--- src/rtl/pll_calc_pkg.sv ---
package pll_calc_pkg;

  localparam int INT_BITS = 7;
  localparam int MAX_CODE = 4;

  // Requested frequency limited to the ceiling
  function automatic logic [31:0] clamp_hz(input logic [31:0] f, input logic [31:0] ceil_hz);
    return (f > ceil_hz) ? ceil_hz : f;
  endfunction

  // Smallest shift 0..MAX_CODE that lifts f to the VCO floor, else MAX_CODE
  function automatic logic [2:0] pick_code(input logic [31:0] f, input logic [31:0] floor_hz);
    logic [2:0] c;
    c = 3'(MAX_CODE);
    for (int i = MAX_CODE; i >= 0; i--) begin
      if (({32'd0, f} << i) >= {32'd0, floor_hz}) c = 3'(i);
    end
    return c;
  endfunction

  // Ceiling division by 2**code
  function automatic logic [63:0] ceil_pow2(input logic [63:0] v, input logic [2:0] code);
    return (v + ((64'd1 << code) - 64'd1)) >> code;
  endfunction

endpackage

--- src/rtl/pll_calc_div.sv ---
module pll_calc_div #(
  parameter int DVD_W  = 64,
  parameter int DVS_W  = 32,
  parameter int QOUT_W = 24
) (
  input  logic              clk,
  input  logic              rst_n,
  input  logic              load,
  input  logic [DVD_W-1:0]  dividend,
  input  logic [DVS_W-1:0]  divisor,
  output logic              running,
  output logic              fin,
  output logic [QOUT_W-1:0] quot
);
  localparam int CNT_W = $clog2(DVD_W + 1);

  logic [DVD_W-1:0] work_q;   // dividend bits shift out the top, quotient bits in the bottom
  logic [DVS_W-1:0] rem_q;
  logic [DVS_W-1:0] dvs_q;
  logic [CNT_W-1:0] cnt_q;

  logic [DVS_W:0]   rem_sh;
  logic [DVS_W:0]   diff;
  logic             fits;
  logic [DVS_W-1:0] rem_nx;

  always_comb begin
    rem_sh = {rem_q, work_q[DVD_W-1]};
    diff   = rem_sh - {1'b0, dvs_q};
    fits   = !diff[DVS_W];
    rem_nx = fits ? diff[DVS_W-1:0] : rem_sh[DVS_W-1:0];
  end

  always_ff @(posedge clk or negedge rst_n) begin
    if (!rst_n) begin
      work_q  <= '0;
      rem_q   <= '0;
      dvs_q   <= '0;
      cnt_q   <= '0;
      running <= 1'b0;
      fin     <= 1'b0;
    end else if (load) begin
      work_q  <= dividend;
      rem_q   <= '0;
      dvs_q   <= divisor;
      cnt_q   <= '0;
      running <= 1'b1;
      fin     <= 1'b0;
    end else if (running) begin
      work_q <= {work_q[DVD_W-2:0], fits};
      rem_q  <= rem_nx;
      cnt_q  <= cnt_q + 1'b1;
      if (cnt_q == CNT_W'(DVD_W - 1)) begin
        running <= 1'b0;
        fin     <= 1'b1;
      end
    end else begin
      fin <= 1'b0;
    end
  end

  assign quot = work_q[QOUT_W-1:0];

  // Restoring step keeps the partial remainder below the divisor
  assert_rem_bound_R4: assert property (@(posedge clk) disable iff (!rst_n)
    running |-> (rem_q < dvs_q));

  assert_fin_pulse_R7: assert property (@(posedge clk) disable iff (!rst_n)
    fin |=> !fin);

endmodule

--- src/rtl/pll_calc_rate.sv ---
module pll_calc_rate #(
  parameter int PCW_W  = 24,
  parameter int FRAC_W = 17
) (
  input  logic [31:0]      ref_hz,
  input  logic [PCW_W-1:0] pcw,
  input  logic [2:0]       code,
  output logic [63:0]      rate
);
  import pll_calc_pkg::*;

  logic [63:0] vco;
  logic [63:0] vco_red;

  assign vco = 64'(ref_hz) * 64'(pcw);

  generate
    if (FRAC_W > 0) begin : g_frac
      // drop fraction, round up when anything nonzero is dropped
      assign vco_red = (vco >> FRAC_W) + {63'd0, |vco[FRAC_W-1:0]};
    end else begin : g_int
      assign vco_red = vco;
    end
  endgenerate

  assign rate = ceil_pow2(vco_red, code);

endmodule

--- src/rtl/pll_calc.sv ---
module pll_calc #(
  parameter int          PCW_W    = 24,
  parameter logic [31:0] FMAX     = 32'd2000000000,
  parameter logic [31:0] FMIN_VCO = 32'd1000000000
) (
  input  logic             clk,
  input  logic             rst_n,
  input  logic             start,
  input  logic [31:0]      req_hz,
  input  logic [31:0]      ref_hz,
  output logic             busy,
  output logic             done,
  output logic             err,
  output logic [PCW_W-1:0] pcw,
  output logic [2:0]       pdiv_code,
  output logic [63:0]      rate
);
  import pll_calc_pkg::*;

  localparam int FRAC_W = (PCW_W > INT_BITS) ? PCW_W - INT_BITS : 0;
  localparam int DVD_W  = 64;
  localparam int DVS_W  = 32;

  // Named events
  logic accept;
  logic zero_ref;
  logic div_load;
  logic div_fin;
  logic div_run;

  logic [31:0]      freq_c;
  logic [2:0]       code_c;
  logic [63:0]      dvd_c;
  logic [PCW_W-1:0] quot;
  logic [63:0]      rate_c;

  logic [31:0] ref_q;
  logic [2:0]  code_q;

  assign accept   = start && !busy;
  assign zero_ref = (ref_hz == 32'd0);
  assign div_load = accept && !zero_ref;

  assign freq_c = clamp_hz(req_hz, FMAX);
  assign code_c = pick_code(freq_c, FMIN_VCO);
  assign dvd_c  = (64'(freq_c) << code_c) << FRAC_W;

  pll_calc_div #(.DVD_W(DVD_W), .DVS_W(DVS_W), .QOUT_W(PCW_W)) u_div (
    .clk      (clk),
    .rst_n    (rst_n),
    .load     (div_load),
    .dividend (dvd_c),
    .divisor  (ref_hz),
    .running  (div_run),
    .fin      (div_fin),
    .quot     (quot)
  );

  pll_calc_rate #(.PCW_W(PCW_W), .FRAC_W(FRAC_W)) u_rate (
    .ref_hz (ref_q),
    .pcw    (quot),
    .code   (code_q),
    .rate   (rate_c)
  );

  always_ff @(posedge clk or negedge rst_n) begin
    if (!rst_n) begin
      busy      <= 1'b0;
      done      <= 1'b0;
      err       <= 1'b0;
      pcw       <= '0;
      pdiv_code <= '0;
      rate      <= '0;
      ref_q     <= '0;
      code_q    <= '0;
    end else begin
      done <= 1'b0;
      if (accept && zero_ref) begin
        err       <= 1'b1;
        pcw       <= '0;
        pdiv_code <= '0;
        rate      <= '0;
        done      <= 1'b1;
      end else if (div_load) begin
        busy   <= 1'b1;
        ref_q  <= ref_hz;
        code_q <= code_c;
      end else if (div_fin) begin
        busy      <= 1'b0;
        err       <= 1'b0;
        pcw       <= quot;
        pdiv_code <= code_q;
        rate      <= rate_c;
        done      <= 1'b1;
      end
    end
  end

  assert_code_range_R3: assert property (@(posedge clk) disable iff (!rst_n)
    pdiv_code <= 3'(MAX_CODE));

  assert_done_pulse_R7: assert property (@(posedge clk) disable iff (!rst_n)
    done |=> !done);

  assert_done_idle_R7: assert property (@(posedge clk) disable iff (!rst_n)
    done |-> (!busy && !div_run));

  assert_err_zero_R8: assert property (@(posedge clk) disable iff (!rst_n)
    err |-> (pcw == '0 && rate == '0 && pdiv_code == '0));

  assert_busy_ignore_R9: assert property (@(posedge clk) disable iff (!rst_n)
    (busy && start) |=> ($stable(ref_q) && $stable(code_q)));

  assert_hold_R10: assert property (@(posedge clk) disable iff (!rst_n)
    !done |-> ($stable(pcw) && $stable(rate) && $stable(pdiv_code) && $stable(err)));

endmodule

--- config.mk ---
export PLATFORM = sky130hd
export DESIGN_NAME = pll_calc
export DESIGN_NICKNAME = d
export VERILOG_FILES = /design/src/rtl/pll_calc_pkg.sv /design/src/rtl/pll_calc_div.sv /design/src/rtl/pll_calc_rate.sv /design/src/rtl/pll_calc.sv
export SDC_FILE = /design/constraint.sdc
export NUM_CORES = 2
export LEC_CHECK = 0
export CAP_MARGIN = 30
export CORE_AREA = 2 2 271 327
export DETAILED_ROUTE_END_ITERATION = 16
export DIE_AREA = 0 0 273 329
export PLACE_DENSITY = 0.62
export SLEW_MARGIN = 40
export SYNTH_ARGS = -nofsm -noshare
export SYNTH_HDL_FRONTEND = slang
export SYNTH_SLANG_ARGS = --single-unit
--- constraint.sdc ---
create_clock -name clk -period 12.4 [get_ports clk]
set_clock_uncertainty 0.1 [all_clocks]
set_input_delay 2.48 -clock clk [delete_from_list [all_inputs] [get_ports clk]]
set_output_delay 2.48 -clock clk [all_outputs]
set_load 0.05 [all_outputs]
==> impl_metrics.yaml <==
timing:
  setup_viol: 0
  fmax_mhz: 84.8
  worst_pin_slew_ps: 860
  final_hold_viol_count: 0
  slew_headroom_pct: 42.1
  fin_crit_ps: 11790
  slew_violations: 0
  fin_crit_sh_pct: 95.0
  rsz0062_at_grt: "true"
  whs_ps: 378
cts:
  cts_sinks: 234
  cts_tree: "built"
  h-tree-depth: 1
  clock_latency_ps: 610
  cts_buffers: 30
  holdBufCountCts: 0
  cts.path.max_buffers: 3
  clkTransAtPathRegs_ps: 60
  cts_root_buf: "clkbuf_16"
hold_path:
  holdCritStartpoint: "rate[42]$_DFFE_PN0P_"
  min_to: "rate[42]$_DFFE_PN0P_"
  holdPathStages: 1
  worstHoldPathType: "reg2reg"
floorplan:
  die_w_um: 273
  die_area_mm2: 0.0898
  start_util_pct: 48.6
  die_y_um: 329
  core_area_mm2: 0.0870
  ioPinCount: 161
  rows: 119
critical_path:
  worstRegToRegCells: 43
  cp.arrival_ps: 12220
  r2r_slack_ps: 610
  path_class: "reg2reg"
  cp_slowest_stage_delay_ps: 600
  cpMostUsedCell: "fa_1"
  critPathSlowestCell: "or4_1"
  worstSetupEndpointType: "register"
  path_delay_family: "adder cells"
  path_max_fanout: 20
  rr_startpoint: "u_div.work_q[14]$_DFFE_PN0P_"
  required_ps: 12840
  critical_path_buf_inv_count: 9
  start_kind: "register"
  r2r-end: "rate[39]$_DFFE_PN0P_"
finish:
  antenna_cells: 0
  drive_above_1_share_pct: 7.16
  postLayoutCellArea_mm2: 0.0469
  mostFrequentLayoutCells: "inv_1, nand2_1, fa_1"
  layout_commonest_cell: "inv_1"
  syn_to_final_growth_pct: 11.0
  post-route-util_pct: 53.9
  fillers: 8225
  nets: 6055
power:
  powerDensity_mw_per_mm2: 38.9
  p_leak_uw: 0.0241
  ir_drop_uv: 109
routing:
  drc: 0
  wire_per_inst_um: 19.4
  detail-route-antenna-nets: 0
  drt_iter0_drc: 2257
  vias: 34695
  firstDrtPassIters: 6
  wl_mm: 121
  avgViaCountPerCell: 5.57
global_routing:
  grt_max_degree: 72
  grt_antenna_before_repair: 1
  gr-total-overflow: 0
  first_global_vias: 36427
  grtUsageTotal_pct: 28.1
  grt_pass1_wl_mm: 201
synth:
  syn_area_mm2: 0.0422
  ys.flop_type: "dfrtp_1"
  synthCells: 4987
  synth-warning-count: 0
  synth-seq-cells: 234
  syn-mean-instance-area_um2: 8.47
  ys_seq_area_share_pct: 13.9
  async_reset_ff_share_pct: 100
  synthDistinctLibCells: 96
  synth_nets: 5980
  synth_edf_count: 0
run:
  max_cap_viol_count: 0
placement:
  dpl.hpwl_mm: 98.1
  gp_congestion: 0.906
  place_area_mm2: 0.0455
  portBuffers: 160
run_status:
  status: "completed"
==> synthesized netlist by cell type (10+ instances only) <==
| cell | n | share of area [%] |
|---|---|---|
| a211oi_1 | 48 | 0.85 |
| a21o_1 | 66 | 1.2 |
| a21oi_1 | 216 | 2.6 |
| a221o_1 | 11 | 0.26 |
| a31oi_1 | 31 | 0.46 |
| and2_1 | 370 | 5.5 |
| and3_1 | 20 | 0.30 |
| buf_1 | 21 | 0.19 |
| buf_2 | 15 | 0.18 |
| clkbuf_1 | 247 | 2.2 |
| dfrtp_1 | 234 | 14 |
| fa_1 | 660 | 31 |
| ha_1 | 266 | 7.9 |
| inv_1 | 847 | 7.5 |
| mux2i_1 | 128 | 3.0 |
| nand2_1 | 706 | 6.3 |
| nand2b_1 | 20 | 0.30 |
| nand3_1 | 103 | 1.2 |
| nand4_1 | 35 | 0.52 |
| nor2_1 | 218 | 1.9 |
| nor2b_1 | 29 | 0.43 |
| nor3_1 | 50 | 0.59 |
| nor4_1 | 22 | 0.33 |
| o2111ai_1 | 10 | 0.21 |
| o211ai_1 | 19 | 0.34 |
| o21a_1 | 21 | 0.37 |
| o21ai_0 | 191 | 2.3 |
| o21ai_1 | 11 | 0.13 |
| o21bai_1 | 11 | 0.20 |
| o221ai_1 | 10 | 0.21 |
| o22ai_1 | 11 | 0.16 |
| or2_2 | 12 | 0.18 |
| or3_1 | 17 | 0.25 |
| xnor2_1 | 77 | 1.6 |
| xor2_1 | 50 | 1.0 |
==> worst max-delay path by stage <==
stage                                 startpoint              endpoint  cells past startpoint
floorplan            u_div.work_q[5]$_DFFE_PN0P_  rate[39]$_DFFE_PN0P_                     48
global placement     u_div.work_q[5]$_DFFE_PN0P_  rate[39]$_DFFE_PN0P_                     45
detailed placement   u_div.work_q[5]$_DFFE_PN0P_  rate[39]$_DFFE_PN0P_                     45
CTS                  u_div.work_q[5]$_DFFE_PN0P_  rate[39]$_DFFE_PN0P_                     45
global route                ref_q[9]$_DFFE_PN0P_  rate[33]$_DFFE_PN0P_                     43
finish              u_div.work_q[14]$_DFFE_PN0P_  rate[39]$_DFFE_PN0P_                     43
==> where the power goes <==
part / total, uW / switching [uW] / internal, uW / leakage (uW)
clock network: 971 / 380 / 591 / 0.000528
registers: 764 / 0 / 764 / 0.00277
logic: 87.8 / 55.0 / 32.7 / 0.0208
total: 1820 / 435 / 1390 / 0.0241
==> flip-flops by register name, indices dropped and copies added, names as in the netlist <==
register / flops
u_div.work_q: 64
err: 1
u_div.rem_q: 32
ref_q: 32
code_q: 3
u_div.running: 1
u_div.fin: 1
pcw: 24
u_div.cnt_q: 7
pdiv_code: 3
busy: 1
done: 1
rate: 64
==> kinds of logic (layout without fill, tap and decap cells) <==
group	count (synthesis)	count (layout)	synth area share [%]
AOI/OAI and AO/OA	779	779	11.9
xor gates and xnor gates	128	128	2.67
adders and majority gates	926	926	39.2
buffers and inverters	1136	1234	10.2
DFF	234	234	13.9
muxes	143	143	3.58
and+or+nand+nor	1641	1641	18.6
==> routing by layer <==
| layer | vias to the layer above | global-route usage (%) | wire length (um) |
|---|---|---|---|
| li1 | 15990 | - | - |
| met1 | 17508 | 36.5 | 50700 |
| met2 | 947 | 48.5 | 59800 |
| met3 | 250 | 2.79 | 5160 |
| met4 | 0 | 10.8 | 5530 |
| met5 | - | 0 | 0 |
==> layout make-up <==
| type | instances | area, um2 | share of cell area [%] |
|---|---|---|---|
| multi-input cells | 3617 | 32300 | 69.0 |
| inverters | 851 | 3190 | 6.82 |
| clock inverters | 13 | 224 | 0.478 |
| clock buffers | 42 | 866 | 1.85 |
| flip-flops and latches | 234 | 5900 | 12.6 |
| well taps | 1149 | 1440 | 3.07 |
| repair buffers | 328 | 2920 | 6.22 |
==> per-stage QoR <==
stage / setup WS, ps / total power, uW / setup TNS, ps / instances
2_1_floorplan: 946 / 807 / 0 / 4987
3_3_place_gp: 168 / 864 / 0 / 6176
3_5_place_dp: 44.0 / 865 / 0 / 6177
4_1_cts: 20.2 / 1840 / 0 / 6232
5_1_grt: -17.5 / 1870 / -25.7 / 6234
6_report: 614 / 1820 / 0 / 6234
==> repair_timing <==
action / 4_1_cts / 5_1_grt
buffers inserted: 0 / 2
resized for setup: 0 / 69
endpoints found under the setup margin: 0 / 37
Note: power is estimated with default switching activity, not from simulation.
